--- src/rtl/kbd_resp_pkg.sv ---
package kbd_resp_pkg;
  localparam int KEY_MUL = 7;
  localparam int KEY_OFS = 127;
  localparam logic [7:0] CMD_RESET  = 8'h01;
  localparam logic [7:0] CMD_LAYOUT = 8'h07;
  localparam logic [7:0] RESP_TYPE  = 8'h05;
  localparam logic [7:0] RESP_LAYOUT = 8'h20;

  typedef struct packed {
    logic       vld;
    logic [7:0] data;
  } qbyte_t;

  function automatic logic [6:0] key_map(input logic [6:0] idx);
    int t;
    t = int'(idx) * KEY_MUL + KEY_OFS;
    return 7'(t % 128);
  endfunction

  function automatic qbyte_t cmd_reply(input logic [7:0] c);
    qbyte_t r;
    r.vld = 1'b1;
    case (c)
      CMD_RESET:  r.data = RESP_TYPE;
      CMD_LAYOUT: r.data = RESP_LAYOUT;
      default: begin
        r.vld = 1'b0;
        r.data = 8'h00;
      end
    endcase
    return r;
  endfunction
endpackage

--- src/rtl/kbd_key_xlate.sv ---
module kbd_key_xlate
  import kbd_resp_pkg::*;
(
  input  logic       clk,
  input  logic       rst_n,
  input  logic       key_valid,
  input  logic [7:0] key_event,
  output logic       code_valid,
  output logic [7:0] code_out
);
  always_comb begin
    code_valid = key_valid;
    code_out   = {key_event[7], key_map(key_event[6:0])};
  end

  // release flag passes through untouched
  a_r2_release_kept: assert property (@(posedge clk) disable iff (!rst_n)
    key_valid |-> (code_valid && code_out[7] == key_event[7]));
endmodule

--- src/rtl/kbd_cmd_decode.sv ---
module kbd_cmd_decode
  import kbd_resp_pkg::*;
(
  input  logic       clk,
  input  logic       rst_n,
  input  logic       cmd_valid,
  input  logic [7:0] cmd_byte,
  output logic       resp_valid,
  output logic [7:0] resp_byte
);
  qbyte_t rep;
  always_comb begin
    rep        = cmd_reply(cmd_byte);
    resp_valid = cmd_valid && rep.vld;
    resp_byte  = rep.data;
  end

  a_r3_type_reply: assert property (@(posedge clk) disable iff (!rst_n)
    (cmd_valid && cmd_byte == 8'h01) |-> (resp_valid && resp_byte == 8'h05));
  a_r4_layout_reply: assert property (@(posedge clk) disable iff (!rst_n)
    (cmd_valid && cmd_byte == 8'h07) |-> (resp_valid && resp_byte == 8'h20));
  a_r5_unknown_silent: assert property (@(posedge clk) disable iff (!rst_n)
    (cmd_byte != 8'h01 && cmd_byte != 8'h07) |-> !resp_valid);
endmodule

--- src/rtl/kbd_byte_queue.sv ---
module kbd_byte_queue #(
  parameter int DEPTH = 256,
  parameter int W     = 8
) (
  input  logic         clk,
  input  logic         rst_n,
  input  logic         in0_valid,
  input  logic [W-1:0] in0_data,
  input  logic         in1_valid,
  input  logic [W-1:0] in1_data,
  input  logic         take,
  output logic         out_valid,
  output logic [W-1:0] out_data
);
  localparam int AW = $clog2(DEPTH);
  localparam int CW = AW + 1;
  localparam logic [CW-1:0] FULL = CW'(DEPTH);

  logic [W-1:0]  mem [DEPTH];
  logic [AW-1:0] wptr, rptr;
  logic [CW-1:0] count;
  logic [W-1:0]  last_q;

  // named internal events
  logic          s0_v, s1_v, acc0, acc1, pop;
  logic [W-1:0]  s0_d, s1_d;

  always_comb begin
    if (in0_valid) begin
      s0_v = 1'b1;      s0_d = in0_data;
      s1_v = in1_valid; s1_d = in1_data;
    end else begin
      s0_v = in1_valid; s0_d = in1_data;
      s1_v = 1'b0;      s1_d = in1_data;
    end
    pop  = take && (count != '0);
    acc0 = s0_v && (count < FULL);
    acc1 = s1_v && ((count + CW'(1)) < FULL);
  end

  always_ff @(posedge clk) begin
    if (acc0) mem[wptr] <= s0_d;
    if (acc1) mem[wptr + AW'(1)] <= s1_d;
  end

  always_ff @(posedge clk) begin
    if (!rst_n) begin
      wptr   <= '0;
      rptr   <= '0;
      count  <= '0;
      last_q <= '0;
    end else begin
      wptr  <= wptr + AW'(acc0) + AW'(acc1);
      count <= count + CW'(acc0) + CW'(acc1) - CW'(pop);
      if (pop) begin
        rptr   <= rptr + AW'(1);
        last_q <= mem[rptr];
      end
    end
  end

  always_comb begin
    out_valid = (count != '0);
    out_data  = out_valid ? mem[rptr] : last_q;
  end

  a_r7_no_overflow: assert property (@(posedge clk) disable iff (!rst_n)
    count <= FULL);
  a_r7_full_holds: assert property (@(posedge clk) disable iff (!rst_n)
    (count == FULL && !take) |=> count == FULL);
  a_r9_empty_take: assert property (@(posedge clk) disable iff (!rst_n)
    (count == '0 && take && !in0_valid && !in1_valid) |=> (count == '0 && $stable(out_data)));
  a_r10_pop_shrinks: assert property (@(posedge clk) disable iff (!rst_n)
    (pop && !in0_valid && !in1_valid) |=> count == $past(count) - CW'(1));
endmodule

--- src/rtl/kbd_responder.sv ---
module kbd_responder #(
  parameter int DEPTH = 256
) (
  input  logic       clk,
  input  logic       rst_n,
  input  logic       key_valid,
  input  logic [7:0] key_event,
  input  logic       cmd_valid,
  input  logic [7:0] cmd_byte,
  input  logic       rx_take,
  output logic       rx_valid,
  output logic [7:0] rx_data
);
  logic       code_valid, resp_valid;
  logic [7:0] code_out, resp_byte;

  kbd_key_xlate u_xlate (
    .clk(clk), .rst_n(rst_n), .key_valid(key_valid), .key_event(key_event),
    .code_valid(code_valid), .code_out(code_out));

  kbd_cmd_decode u_cmd (
    .clk(clk), .rst_n(rst_n), .cmd_valid(cmd_valid), .cmd_byte(cmd_byte),
    .resp_valid(resp_valid), .resp_byte(resp_byte));

  // reply takes the first slot, key code the second
  kbd_byte_queue #(.DEPTH(DEPTH), .W(8)) u_q (
    .clk(clk), .rst_n(rst_n),
    .in0_valid(resp_valid), .in0_data(resp_byte),
    .in1_valid(code_valid), .in1_data(code_out),
    .take(rx_take), .out_valid(rx_valid), .out_data(rx_data));

  // offered byte withdrawn only after a take
  a_r10_no_silent_drop: assert property (@(posedge clk) disable iff (!rst_n)
    $fell(rx_valid) |-> $past(rx_take));
endmodule

--- config.mk ---
export PLATFORM = sky130hd
export DESIGN_NAME = kbd_responder
export DESIGN_NICKNAME = d
export VERILOG_FILES = /design/src/rtl/kbd_resp_pkg.sv /design/src/rtl/kbd_key_xlate.sv /design/src/rtl/kbd_cmd_decode.sv /design/src/rtl/kbd_byte_queue.sv /design/src/rtl/kbd_responder.sv
export SDC_FILE = /design/constraint.sdc
export NUM_CORES = 2
export LEC_CHECK = 0
export BUFFER_PORTS_ARGS = -buffer_cell sky130_fd_sc_hd__buf_2
export CORE_ASPECT_RATIO = 0.7
export CORE_MARGIN = 1
export CORE_UTILIZATION = 40
export CTS_CLUSTER_DIAMETER = 100
export DETAILED_ROUTE_END_ITERATION = 10
export GPL_TIMING_DRIVEN = 0
export PLACE_DENSITY = 0.6
export REMOVE_ABC_BUFFERS = 1
export SYNTH_ARGS = -nofsm -noshare
export SYNTH_HDL_FRONTEND = slang
export SYNTH_HIERARCHICAL = 1
export SYNTH_SLANG_ARGS = --single-unit
--- constraint.sdc ---
create_clock -name clk -period 12.75 [get_ports clk]
set_clock_uncertainty 0.1 [all_clocks]
set_input_delay 1.9125 -clock clk [delete_from_list [all_inputs] [get_ports clk]]
set_output_delay 1.9125 -clock clk [all_outputs]
set_load 0.01 [all_outputs]
[Yosys cells after proc, flatten, opt, wreduce, memory -nomap -nowiden]
Memory sizes are Yosys's and may differ from the RTL's. A register that Yosys moved wholly into a read port is not among the register bits.
Cells that the tools add are included.
Cells by class
  mux-type cells: 12
  magnitude comparators: 2
  add/sub/neg operators: 9
  reduce and logical (&&, ||, !) cells: 6
  multipliers: 1
  equality and inequality tests: 2
Operators with widths (count)
  $mux W8: 4
  $add A9 B1 Y9: 2
  $lt A9 B9 Y1 const B: 2
  $add A8 B1 Y8: 2
  $add A8 B1 Y8 const B: 2
  $pmux W6 S2: 1
  $add A9 B1 Y9 const B: 1
  $reduce_bool A9 Y1: 1
  $sub A9 B1 Y9: 1
  $eq A8 B1 Y1 const B: 1
  $eq A8 B3 Y1 const B: 1
  $add A7 B1 Y7 const B: 1
  $mul A7 B3 Y7 const B: 1
  $mux W1: 7
  $logic_and A1 B1 Y1: 4
  $reduce_or A2 Y1: 1
Storage, ports and cells
  output and inout bits: 9
  register bits after elaboration: 33
  memory bits (writable): 2048
  bits of input ports: 21
  memories kept: 1
Memory list
  u_q.mem: words 256, width 8, read ports 1, clocked after Yosys merged registers in 1, write ports 2, RTL line kbd_byte_queue.sv:19  | logic [W-1:0] mem [DEPTH];

[Logic depth before layout (Yosys ltp)]
  depth in word-level cells: 9
  gate-level depth with buffers: 18
  gate-level depth less buffers: 18

[By module]
Netlist, hierarchy kept.
By module, submodules not included
  kbd_byte_queue: times used 1, seq. area each 62319.8 µm², cells an instance 8702, area an instance 106041.7 µm²
  kbd_key_xlate: times used 1, seq. area each 0.0 µm², cells an instance 47, area an instance 400.4 µm²
  kbd_cmd_decode: times used 1, seq. area each 0.0 µm², cells an instance 14, area an instance 105.1 µm²

[Least setup slack after synthesis]
No wires, ideal clock.
  path type: input to register
  start: input cmd_byte[3]
  end: register u_q.count[8]
  path slack: 7.341 ns
  data arrival time: 5.193 ns
  path buffers: 1
  stages: 15
  library setup time: 0.116 ns
  cell sequence: or4_4 -> nor4b_2 -> buf_2 -> o21bai_1 -> ha_1 -> fa_1 -> fa_1 -> nand2b_1 -> a21oi_1 -> o21ai_0 -> a21oi_1 -> o21ai_0 -> a21oi_1 -> o21ai_0 -> and3_1
On the way
  longest elaborated chain between the ends: 9
  elaborated cells between the ends (all ways): 12
Ends and longest elaborated chain
  start, declared: RTL line kbd_responder.sv:9  | input logic [7:0] cmd_byte,
  $eq A8 B1 Y1 or $eq A8 B3 Y1 (tied branches): RTL line kbd_resp_pkg.sv:23  | case (c)
  $reduce_or A2 Y1 (no source line) (*)
  $mux W1 (*): RTL line kbd_resp_pkg.sv:23
  $logic_and A1 B1 Y1 (*): RTL line kbd_cmd_decode.sv:14  | resp_valid = cmd_valid && rep.vld;
  via resp_valid: RTL line kbd_responder.sv:14  | logic code_valid, resp_valid;
  $mux W1: RTL line kbd_byte_queue.sv:29  | if (in0_valid) begin
  $logic_and A1 B1 Y1: RTL line kbd_byte_queue.sv:37  | acc0 = s0_v && (count < FULL);
  $add A9 B1 Y9: RTL line kbd_byte_queue.sv:54  | count <= count + CW'(acc0) + CW'(acc1) - CW'(pop);
  $add A9 B1 Y9 (*): RTL line kbd_byte_queue.sv:54
  $sub A9 B1 Y9 (*): RTL line kbd_byte_queue.sv:54
  end signal, assigned: RTL line kbd_byte_queue.sv:54
  end, declared: RTL line kbd_byte_queue.sv:21  | logic [CW-1:0] count;
Mark *: on every way through the listed nets, which the timed path passes. The rest lies on a longest branch.
A chain may end at the register's enable or synchronous reset.

==> metrics.csv <==
stage,metric,value,unit
power,ir_drop,0.000183,V
die,ioPinCount,30,
grt,antenna_found_initial,37,
synthesis,ys_seq_area_frac,0.585,
synthesis,synth_edf_count,2048,
synthesis,ys_warn_count,6,
synthesis,synth_area,0.107,sq mm
timing,rsz0062_at_grt,no,
die,coreArea,0.265,sq mm
synthesis,synth_cell_types,76,
routing,vias_per_cell,6.53,
cells_and_area,syn_to_final_growth,12.5,%
clock_network,post-cts-setup-buffers,0,
timing,max_slew.worst_pin.slew,1610,ps
synthesis,ys.flop_type,edfxtp_1,
outcome,violations,"max-capacitance violations, max-slew violations",
grt,track_usage,0.289,
routing,firstDrtPassIters,7,
timing,slew_headroom,-0.0764,
routing,vias,78800,
timing,tns,0,ps
synthesis,synthArstFlopShare,0,
clock_network,clock_path_buffers,4,
die,die_area,0.268,sq mm
clock_network,insertion_delay,870,ps
cells_and_area,nets,8416,
timing,fin_crit,9210,ps
timing,fmax,109,MHz
routing,post-route-drc-count,0,
routing,drt_iter0_markers,14500,
grt,grt_max_degree,105,
die,row_count,158,
grt,grt-ovfl-total,0,
grt,grt_pass1_wl,554000,microns
synthesis,ys_ff_latch,2089,
timing,hold_viol,0,
clock_network,cts_tree,yes,
clock_network,cts_resized,0,
setup_path,end_kind,primary output,
routing,wl_per_cell,32.9,microns
clock_network,cts.htree.levels,4,
setup_path,reg2reg_slack,6430,ps
clock_network,root_buffer,clkbuf_16,
die,initial_core_util,0.402,
timing,whs,375,ps
power,power_density,173,mW/mm^2
place,dp.cells,11700,
timing,drv_slew,67,
clock_network,cts.sinks,2089,
cells_and_area,fillerInstances,23400,
cells_and_area,final_util,0.452,
die,die_x,619,microns
setup_path,critPathArrivalTime,7200,ps
flow_run,drv_cap,8,
setup_path,critPathLaunchType,flip-flop,
synthesis,syn-instance-count,8763,
place,place_congestion,0.866,
grt,grt_pass1_vias,71500,
clock_network,cts_made_buffers,203,
cells_and_area,drive_gt1_frac,0.213,
outcome,status,"complete, but fails checks",
routing,ant_nets,0,
timing,timing.final.crit_share,0.723,
place,port_buffers,29,
synthesis,syn_area_per_cell,12.2,sq um
worst_hold_path,hold_class,flip-flop to flip-flop,
clock_network,clk_pin_slew,70,ps
routing,wirelength,397000,microns
setup_path,crit_path_max_fanout,41,
power,power.leakage,38.6,nW
place,dp_hpwl,260000,microns
timing,setup_viol,0,
die,dieHeight,434,microns
clock_network,cts_hold_buf,0,
cells_and_area,fin_cells,12100,
setup_path,crit_required,10740,ps
setup_path,critPathKind,flip-flop to primary output,
[state kept, by name, indices dropped and copies added, names as in the netlist, named ones only]
name,flops
u_q/rptr,8
u_q/mem,2048
u_q/count,9
u_q/last_q,8
u_q/wptr,8
[worst paths after layout]
| path | start | to | cells past startpoint |
|---|---|---|---|
| worst min register to register | u_q/last_q[3] | u_q/last_q[3] | 2 |
| worst max register to register | u_q/wptr[3] | u_q/mem[75][7] | 7 |
| worst max-delay path | flip-flop | rx_data[5] | 14 |
| worst min-delay path | u_q/last_q[3] | u_q/last_q[3] | 2 |
[area by class of cell]
class | instances | area [sq um] | share of cell area
Multi-Input combinational cell | 5688 | 40400 | 0.337
Inverter | 35 | 141 | 0.00118
Clock buffer | 252 | 5410 | 0.0452
Clock inverter | 109 | 956 | 0.00798
Timing Repair Buffer | 345 | 6090 | 0.0509
Sequential cell | 2089 | 62300 | 0.520
Tap cell | 3520 | 4400 | 0.0368
Antenna cell | 28 | 70.1 | 0.000585
[layout by cell type (no fill, tap or decap), drive strengths merged, types with 17 or more instances in the layout]
cell	synthesis	final
nor2b	30	30
clkinv	2	89
ha	27	27
clkbuf	645	263
inv	33	34
nor3	38	38
nor2	1702	1702
nand2b	22	22
nand2	291	291
a221oi	31	31
mux2i	160	160
bufinv	0	18
dfxtp	41	41
xnor2	21	21
mux4	457	457
and2	27	27
a21oi	1619	1619
diode	0	28
o221ai	19	19
a22o	24	24
buf	310	333
o21ai	277	277
and3	17	17
nand3	94	94
mux2	533	533
nand4	20	20
a22oi	43	43
edfxtp	2048	2048
o22ai	98	98
[critical path: stages, from the launching register on]
cell	delay, ps
dfxtp_4	920
buf_16	330
buf_12	250
buf_16	280
buf_12	280
buf_16	320
mux4_2	560
nor3_1	150
nor3_1	150
a21oi_1	1030
a211oi_2	60
buf_6	240
a311oi_1	820
o21ai_0	450
buf_2	260
[through the flow]
step	setup slack (ps)	area (sq um)	total power [W]
after detailed placement	4580	113000	0.0145
after floorplan	-24740	102000	0.0128
after CTS	3650	120000	0.0205
after global placement	-130730	107000	0.0155
after global routing	3180	120000	0.0211
final	3540	120000	0.0207
[report_power, final]
group / total [W] / internal (W) / switching [W]
Clock: 0.00608 / 0.00336 / 0.00273
Sequential: 0.00821 / 0.00814 / 0.0000661
Combinational: 0.00638 / 0.00246 / 0.00392
[metal layers]
| layer | vias to the layer above | global-route usage | wire, microns |
|---|---|---|---|
| li1 | 31900 | - | - |
| met1 | 39100 | 0.402 | 149000 |
| met2 | 6642 | 0.408 | 166000 |
| met3 | 1014 | 0.100 | 63500 |
| met4 | 26 | 0.124 | 19000 |
| met5 | - | 0 | 172 |
[synth_stat cells (all sizes together) (94+ instances only)]
cell type	n	area share
edfxtp	2048	0.58
nor2	1702	0.061
a21oi	1619	0.076
clkbuf	645	0.023
mux2	533	0.056
mux4	457	0.097
buf	310	0.018
nand2	291	0.011
o21ai	277	0.013
mux2i	160	0.015
o22ai	98	0.0058
nand3	94	0.0049
[logic make-up (layout without fill, tap and decap cells)]
kind of cell             Yosys count  count (layout)  share of synthesized area
XOR/XNOR                          27              27                    0.00222
flip-flops                      2089            2089                      0.585
multiplexers                    1150            1150                      0.168
AND/OR/NAND/NOR                 2276            2276                     0.0886
adder cells (fa/ha/maj)           33              33                    0.00430
AO/OA/AOI/OAI                   2197            2197                      0.110
buffers and inverters            990             741                     0.0415
other                              1              33                  0.0000352
Power figures use the tool's default switching activity.
